## src/rtl/cal_alarm_pkg.sv

```systemverilog
package cal_alarm_pkg;

    localparam int REG_W       = 32;
    localparam int SEL_W       = 2;
    localparam int TFIELD_W    = 7;
    localparam int NUM_TFIELDS = 3;
    localparam int TFIELD_PITCH = 8;

    // register select codes
    typedef enum logic [SEL_W-1:0] {
        SEL_CTRL  = 2'd0,
        SEL_STAT  = 2'd1,
        SEL_ALARM = 2'd2
    } reg_sel_e;

    // control and status bit positions
    localparam int CTRL_EN_BIT   = 8;
    localparam int CTRL_IE_BIT   = 12;
    localparam int STAT_WOK_BIT  = 0;
    localparam int STAT_FLAG_BIT = 8;

    // alarm word day field
    localparam int DAY_LSB     = 24;
    localparam int MDAY_W      = 6;
    localparam int WDAY_W      = 3;
    localparam int DAY_SEL_BIT = 30;
    localparam int DAY_MSK_BIT = 31;

endpackage

```

## src/rtl/cal_alarm_field.sv

```systemverilog
module cal_alarm_field #(
    parameter int W = 7
) (
    input  logic [W-1:0] want,
    input  logic [W-1:0] have,
    input  logic         dont_care,
    output logic         hit
);
    always_comb hit = dont_care || (want == have);
endmodule

```

## src/rtl/cal_alarm_match.sv

```systemverilog
module cal_alarm_match
    import cal_alarm_pkg::*;
(
    input  logic [REG_W-1:0]  alarm_word,
    input  logic [6:0]        cal_sec,
    input  logic [6:0]        cal_min,
    input  logic [5:0]        cal_hour,
    input  logic              cal_pm,
    input  logic [MDAY_W-1:0] cal_mday,
    input  logic [WDAY_W-1:0] cal_wday,
    output logic              all_hit
);
    logic [TFIELD_W-1:0] have [NUM_TFIELDS];
    logic [NUM_TFIELDS-1:0] fld_hit;
    logic day_hit;

    always_comb begin
        have[0] = cal_sec;
        have[1] = cal_min;
        have[2] = {cal_pm, cal_hour};
    end

    for (genvar i = 0; i < NUM_TFIELDS; i++) begin : g_tfield
        cal_alarm_field #(.W(TFIELD_W)) u_field (
            .want      (alarm_word[i*TFIELD_PITCH +: TFIELD_W]),
            .have      (have[i]),
            .dont_care (alarm_word[i*TFIELD_PITCH + TFIELD_W]),
            .hit       (fld_hit[i])
        );
    end

    always_comb begin
        if (alarm_word[DAY_SEL_BIT])
            day_hit = alarm_word[DAY_LSB +: WDAY_W+1] == {1'b0, cal_wday};
        else
            day_hit = alarm_word[DAY_LSB +: MDAY_W] == cal_mday;
        all_hit = (&fld_hit) && (alarm_word[DAY_MSK_BIT] || day_hit);
    end
endmodule

```

## src/rtl/cal_alarm_wrgate.sv

```systemverilog
module cal_alarm_wrgate #(
    parameter int DELAY = 2
) (
    input  logic clk,
    input  logic rst_n,
    input  logic en_q,
    input  logic en_next,
    output logic wr_ok
);
    localparam int CNT_W = $clog2(DELAY + 1);

    typedef struct packed {
        logic [CNT_W-1:0] cnt;
        logic             ok;
    } gate_t;

    gate_t g_d, g_q;

    always_comb begin
        g_d = g_q;
        if (en_next || en_q) begin
            g_d.cnt = '0;
            g_d.ok  = 1'b0;
        end else if (!g_q.ok) begin
            if (g_q.cnt == CNT_W'(DELAY - 1))
                g_d.ok = 1'b1;
            else
                g_d.cnt = g_q.cnt + 1'b1;
        end
    end

    always_ff @(posedge clk or negedge rst_n) begin
        if (!rst_n) begin
            g_q.cnt <= '0;
            g_q.ok  <= 1'b1;
        end else begin
            g_q <= g_d;
        end
    end

    assign wr_ok = g_q.ok;
endmodule

```

## src/rtl/cal_alarm_unit.sv

```systemverilog
module cal_alarm_unit
    import cal_alarm_pkg::*;
#(
    parameter int WOK_DELAY = 2
) (
    input  logic              clk,
    input  logic              rst_n,
    input  logic              tick_1hz,
    input  logic [6:0]        cal_sec,
    input  logic [6:0]        cal_min,
    input  logic [5:0]        cal_hour,
    input  logic              cal_pm,
    input  logic [5:0]        cal_mday,
    input  logic [2:0]        cal_wday,
    input  logic              reg_wr,
    input  logic [1:0]        reg_addr,
    input  logic [31:0]       reg_wdata,
    output logic [31:0]       reg_rdata,
    output logic              irq
);
    typedef struct packed {
        logic             en;
        logic             ie;
        logic [REG_W-1:0] alarm;
        logic             flag;
    } state_t;

    state_t st_d, st_q;

    logic hit;
    logic wr_ok;
    logic en_q, flag_q, ie_q;
    logic [REG_W-1:0] alarm_q;

    assign en_q    = st_q.en;
    assign ie_q    = st_q.ie;
    assign flag_q  = st_q.flag;
    assign alarm_q = st_q.alarm;

    cal_alarm_match u_match (
        .alarm_word (st_q.alarm),
        .cal_sec    (cal_sec),
        .cal_min    (cal_min),
        .cal_hour   (cal_hour),
        .cal_pm     (cal_pm),
        .cal_mday   (cal_mday),
        .cal_wday   (cal_wday),
        .all_hit    (hit)
    );

    cal_alarm_wrgate #(.DELAY(WOK_DELAY)) u_wrgate (
        .clk     (clk),
        .rst_n   (rst_n),
        .en_q    (st_q.en),
        .en_next (st_d.en),
        .wr_ok   (wr_ok)
    );

    always_comb begin
        logic wr_ctrl, wr_stat, wr_alarm, set_ev, clr_ev;
        wr_ctrl  = reg_wr && (reg_addr == SEL_CTRL);
        wr_stat  = reg_wr && (reg_addr == SEL_STAT);
        wr_alarm = reg_wr && (reg_addr == SEL_ALARM);
        set_ev   = tick_1hz && st_q.en && hit;
        clr_ev   = wr_stat && !reg_wdata[STAT_FLAG_BIT];

        st_d = st_q;
        if (wr_ctrl) begin
            st_d.en = reg_wdata[CTRL_EN_BIT];
            st_d.ie = reg_wdata[CTRL_IE_BIT];
        end
        if (wr_alarm && wr_ok)
            st_d.alarm = reg_wdata;
        if (set_ev)
            st_d.flag = 1'b1;
        else if (clr_ev)
            st_d.flag = 1'b0;
    end

    always_ff @(posedge clk or negedge rst_n) begin
        if (!rst_n)
            st_q <= '0;
        else
            st_q <= st_d;
    end

    always_comb begin
        reg_rdata = '0;
        case (reg_addr)
            SEL_CTRL: begin
                reg_rdata[CTRL_EN_BIT] = st_q.en;
                reg_rdata[CTRL_IE_BIT] = st_q.ie;
            end
            SEL_STAT: begin
                reg_rdata[STAT_WOK_BIT]  = wr_ok;
                reg_rdata[STAT_FLAG_BIT] = st_q.flag;
            end
            SEL_ALARM: reg_rdata = st_q.alarm;
            default:   reg_rdata = '0;
        endcase
    end

    assign irq = st_q.flag && st_q.ie;
endmodule

```

## config.mk

```make
export PLATFORM = sky130hd
export DESIGN_NAME = cal_alarm_unit
export DESIGN_NICKNAME = d
export VERILOG_FILES = /design/src/rtl/cal_alarm_pkg.sv /design/src/rtl/cal_alarm_field.sv /design/src/rtl/cal_alarm_match.sv /design/src/rtl/cal_alarm_wrgate.sv /design/src/rtl/cal_alarm_unit.sv
export SDC_FILE = /design/constraint.sdc
export NUM_CORES = 1
export LEC_CHECK = 0
export BUFFER_PORTS_ARGS = -buffer_cell sky130_fd_sc_hd__buf_2
export CAP_MARGIN = 20
export CORE_MARGIN = 2
export CORE_UTILIZATION = 48
export CTS_BUF_LIST = sky130_fd_sc_hd__clkbuf_8
export DETAILED_ROUTE_END_ITERATION = 8
export PLACE_DENSITY = 0.83
export SKIP_CTS_REPAIR_TIMING = 1
export SLEW_MARGIN = 20
export SYNTH_ARGS = -nofsm -noshare
export SYNTH_HDL_FRONTEND = slang
export SYNTH_SLANG_ARGS = --single-unit
```

## constraint.sdc

```tcl
create_clock -name clk -period 1.7 [get_ports clk]
set_input_delay 0.17 -clock clk [delete_from_list [all_inputs] [get_ports clk]]
set_output_delay 0.17 -clock clk [all_outputs]
set_load 0.05 [all_outputs]
```

==> results.ini, run 1 <==
[layout]
fill_cells=330
layout.nets=354
drive_gt1_share_pct=54.8
n_antenna_cell=0
fin_util_pct=67.8
syn_to_final_growth_pct=33.2

[power]
ir_worst_vdd_v=0.000717
leakage_nw=1.42
finalPower_mw=4.01
powerDensity_mw_per_mm2=1450

[sta]
fin_skew_ns=0.00357
worst_pin_slew_ns=0.289
hold_slack_ns=0.116
slew_violations=0
worst_slack_ns=0.0650
rsz0062_at_grt=yes
fmax_mhz=612
period_minus_slack_ns=1.63
finalCritPeriodShare_pct=96.2
relSlewSlack_pct=80.7
timing.final.hold_violations=0
setup_viol=0

[critical_path]
cp.arrival_ns=1.86
crit_fanout=3
cp_num_buf_inv=0
critPathKind=flop to flop
end_kind=flop
cp.required_ns=1.92
r2r_end=flag_q
start_kind=flop
cp_top_family=compound AO/OA/AOI/OAI gates
r2r_slack_ns=0.07
r2r_start=alarm_q[18]
cp_cell_sequence=xor2_1 > nor4_2 > a41oi_2 > a2111oi_2 > a32o_2
worstRegToRegCells=5
crit_slowest_cell=dfrtp_1
cpPeakStageDelay_ns=0.40

[run_status]
status=complete, no violations

[synthesis]
yosysWarnings=0
synthDistinctLibCells=29
yosysTopAreaCell=dfrtp_1
synth-compound-area-share_pct=4.63
synth.most_common_cell=dfrtp_1
synthFlopType=dfrtp_1
synth_seq_cells=38
avgSynthCellArea_um2=12.0
syn_area_mm2=0.00208
synth-async-reset-ratio_pct=100
synth_simple_gate_area_share_pct=13.5
synth_common_cells=dfrtp_1 (37), mux2_2 (34), and2_1 (29)
synth_area_leaders=dfrtp_1 (44%), mux2_2 (18%), and2_1 (8.7%)
synth_top_family_by_area=multiplexers
syn_nets=246
synth_top_area_share_pct=44.5
synth_cells=173
synth-xor-area-share_pct=13.0
ys_seq_area_share_pct=45.8
muxShareOfSynthArea_pct=18.4
synth_edf_count=0
synthAdderAreaFrac_pct=3.01

[die]
ioPinCount=101
placementRows=23
die_x_um=69.8
initial_core_util_pct=50.9
core_mm2=0.00409
dieArea_mm2=0.00488
fp.dieH_um=69.8

[hold_path]
min_to=alarm_q[30]
holdPathStages=2
hold_class=input pin to flop
hp-start=reg_wdata[30]

[global_route]
grt_overflow_total=0
grt_antenna_before_repair=0
grt_pass1_wl_um=7450
grt_max_degree=20
grt_use_total_pct=19.4
first_global_vias=1682

[drt]
vias=1640
drc_errors=0
viasPerCell=4.95
drtIter0Drc=50
wl_per_cell_um=13.9
ant_nets=0
firstDrtPassIters=4
wirelength_um=4600

[job]
drv_cap=0

[clocking]
htree_levels=2
clk_pin_slew_worst_paths_ns=0.07
cts_root_buf=clkbuf_8
cts_buffers=5
cts_tree=yes
cts.sinks=38
clockBufferDepth=2
clkLatencyLatePin_ns=0.28

[placement]
port_buffers=100
place_ws_ns=-0.0709
finalWeightedCongestion=0.778

[layer usage]
layer,vias up,share of wire [%],GRT usage [%]
met5,-,0,0
met4,0,1.5,6.62
met3,6,6.1,5.52
met2,57,49,32.4
met1,766,43,23.9
li1,811,-,-
[placed cells by master, fill, tap and decap left out, drive strengths merged]
master       Yosys  layout
a22o             1       1
nor2             5       5
xnor2           15      15
mux2            34      34
dfrtp           37      37
a22oi            1       1
a31o             1       1
nor2b            1       1
dfstp            1       1
nand4            1       1
ha               5       5
nand2            1       1
xor2            16      16
a31oi            1       1
nand3            1       1
dlygate4sd3      0       1
a32o             1       1
a41oi            3       3
and2            30      30
buf              2     106
nor3b            1       1
nor4             4       4
a222oi           1       1
a2111oi          1       1
nand3b           1       1
inv              3       5
clkbuf           4       5
a211oi           1       1
[worst max-delay path by stage]
| stage | start | endpoint | slack, ns | cells past startpoint |
|---|---|---|---|---|
| after floorplan | alarm_q[6] | flag_q | 0.18 | 5 |
| after global placement | alarm_q[21] | flag_q | -0.005 | 5 |
| final | alarm_q[18] | flag_q | 0.07 | 5 |
| after detailed placement | alarm_q[21] | flag_q | -0.07 | 5 |
| after CTS | alarm_q[21] | flag_q | -0.08 | 5 |
| after global routing | alarm_q[18] | flag_q | -0.06 | 5 |
[kinds of logic after synthesis]
logic type | count (synthesis)
multiplexers | 34
adder cells (fa/ha/maj) | 5
AND/OR/NAND/NOR | 45
buffers and inverters | 9
AO/OA/AOI/OAI | 11
flip-flops | 38
XOR/XNOR | 31
[where the power goes]
group          internal [mW]  total (mW)  leakage [nW]  switching [mW]
Sequential              1.34        1.72         0.461           0.374
Combinational          0.811        1.74         0.912           0.932
Clock                  0.270       0.551        0.0466           0.281
Total                   2.42        4.01          1.42            1.59
[state kept, by name, summed over array words and instances, names as in the netlist]
register	cells
u_wrgate.g_q	2
u_wrgate.wr_ok	1
en_q	1
flag_q	1
alarm_q	32
ie_q	1
[per-stage QoR]
step	setup TNS [ns]	instance area, um^2	std cells
2_1_floorplan	0	2080	173
3_3_place_gp	-0.00508	2670	323
3_5_place_dp	-0.0709	2670	323
4_1_cts	-0.0800	2740	330
5_1_grt	-0.0563	2770	331
6_report	0	2770	331
[final cells by class]
| type | count | area, um^2 | area share [%] |
|---|---|---|---|
| clock buffer | 5 | 68.8 | 2.48 |
| inverter | 3 | 11.3 | 0.406 |
| sequential | 38 | 952 | 34.4 |
| multi-input combinational | 126 | 1110 | 40.2 |
| clock inverter | 2 | 7.51 | 0.271 |
| timing repair buffer | 107 | 556 | 20.0 |
| tap | 50 | 62.6 | 2.26 |
(Power assumes the default switching activity.)
==> run 2: changes to the inputs <==
Settings changed: CORE_UTILIZATION 48 to 45, PLACE_DENSITY 0.83 to 0.78.
==> run 2 against run 1 <==
- first-iteration DRC count increased by 48%
- cell count is 0.60% higher
- clock-buffer cell count up 1
- wire length increased by 1.3%
- worst setup slack lost 0.026 ns
- clock skew rose by 0.0042 ns
- core utilization down 4.2 points
- via count up 1.1%
- hold slack worse by 0.010 ns
- die area grew 6.3%
- critical endpoint unchanged
- largest power group unchanged
==> results.ini, run 2 (synthesis gave the netlist of run 1 again) <==
[sta]
period_minus_slack_ns=1.66
worst_pin_slew_ns=0.485
rsz0062_at_grt=yes
hold_slack_ns=0.106
setup_viol=0
slew_violations=0
relSlewSlack_pct=67.7
finalCritPeriodShare_pct=97.7
fmax_mhz=602
fin_skew_ns=0.00778
timing.final.hold_violations=0

[critical_path]
start_kind=flop
cp.required_ns=1.93
r2r_end=flag_q
crit_fanout=3
r2r_slack_ns=0.04
critPathKind=flop to flop
worstRegToRegCells=5
cp.arrival_ns=1.89
end_kind=flop
r2r_start=alarm_q[21]

[drt]
firstDrtPassIters=4
wirelength_um=4660
wl_per_cell_um=14.0
vias=1658
ant_nets=0
drc_errors=0
viasPerCell=4.98
drtIter0Drc=74

[job]
drv_cap=0

[die]
dieArea_mm2=0.00518
ioPinCount=101
placementRows=24
initial_core_util_pct=47.1
core_mm2=0.00441
fp.dieH_um=72
die_x_um=72

[clocking]
cts_buffers=5
clkLatencyLatePin_ns=0.29
cts.sinks=38
clockBufferDepth=2
cts_root_buf=clkbuf_8
cts_tree=yes
clk_pin_slew_worst_paths_ns=0.07
htree_levels=2

[placement]
dpl.hpwl_um=3600
port_buffers=100
finalWeightedCongestion=0.836

[hold_path]
hold_class=input pin to flop
hp-start=reg_wdata[9]
min_to=alarm_q[9]
holdPathStages=2

[power]
leakage_nw=1.43
finalPower_mw=4.12
powerDensity_mw_per_mm2=1470
ir_worst_vdd_v=0.000508

[layout]
final_common_cell=buf_2
largest_reg_flops=32
drive_gt1_share_pct=55.9
n_antenna_cell=0
fill_cells=360
layout.nets=353
mostFrequentLayoutCells=buf_2 (100), dfrtp_1 (37), mux2_2 (34)
syn_to_final_growth_pct=34.9

[run_status]
status=complete, no violations

[global_route]
grt_use_total_pct=18.5
grt_max_degree=39
grt_antenna_before_repair=0
first_global_vias=1558
grt_overflow_total=0
grt_pass1_wl_um=7350

## run 2: cell count changes in the layout (fill, tap and decap cells not counted), sizes merged
cell,delta
inv,-1
buf,-1
clkbuf,+1
clkinv,+1
## run 2: worst max path at each step
stage / startpoint / endpoint / slack [ns] / cells past startpoint
floorplan: alarm_q[6] / flag_q / 0.18 / 5
global placement: alarm_q[21] / flag_q / 0.04 / 5
detailed placement: alarm_q[21] / flag_q / -0.09 / 5
CTS: alarm_q[21] / flag_q / -0.08 / 5
global route: alarm_q[21] / flag_q / -0.07 / 5
finish: alarm_q[21] / flag_q / 0.04 / 5
## run 2: power by group
group          internal (mW)  switching, mW
Clock                  0.321          0.307
Combinational          0.834          0.947
Sequential              1.34          0.369
Total                   2.50           1.62
## run 2: metal layers
metal / routed length (um) / vias up / track usage [%]
li1: - / 813 / -
met1: 1980 / 770 / 25.3
met2: 2190 / 69 / 28.6
met3: 425 / 6 / 5.00
met4: 60 / 0 / 6.08
met5: 0 / - / 0
## run 2: cell type report
class | instances | area, um^2 | share of cell area [%]
clock buffer | 6 | 82.6 | 2.94
timing repair buffer | 106 | 561 | 20.0
clock inverter | 2 | 8.76 | 0.312
multi-input combinational | 126 | 1130 | 40.2
tap | 52 | 65.1 | 2.32
inverter | 3 | 11.3 | 0.401
sequential | 38 | 952 | 33.9
## run 2: per-stage QoR
stage	std cells	worst slack, ns	cell area (um^2)	util (%)	setup TNS, ns
final	333	0.0390	2810	63.6	0
after global routing	333	-0.0718	2810	63.6	-0.0718
after CTS	331	-0.0800	2760	62.5	-0.0800
after detailed placement	323	-0.0905	2670	60.4	-0.0905
after global placement	323	0.0447	2670	60.4	0
after floorplan	173	0.185	2080	-	0
## run 2: critical path, cell delays in order, from the launching register on
cell,delay (ns)
dfrtp_1,0.41
xor2_1,0.18
nor4_2,0.32
a41oi_2,0.17
a2111oi_2,0.31
a32o_2,0.22
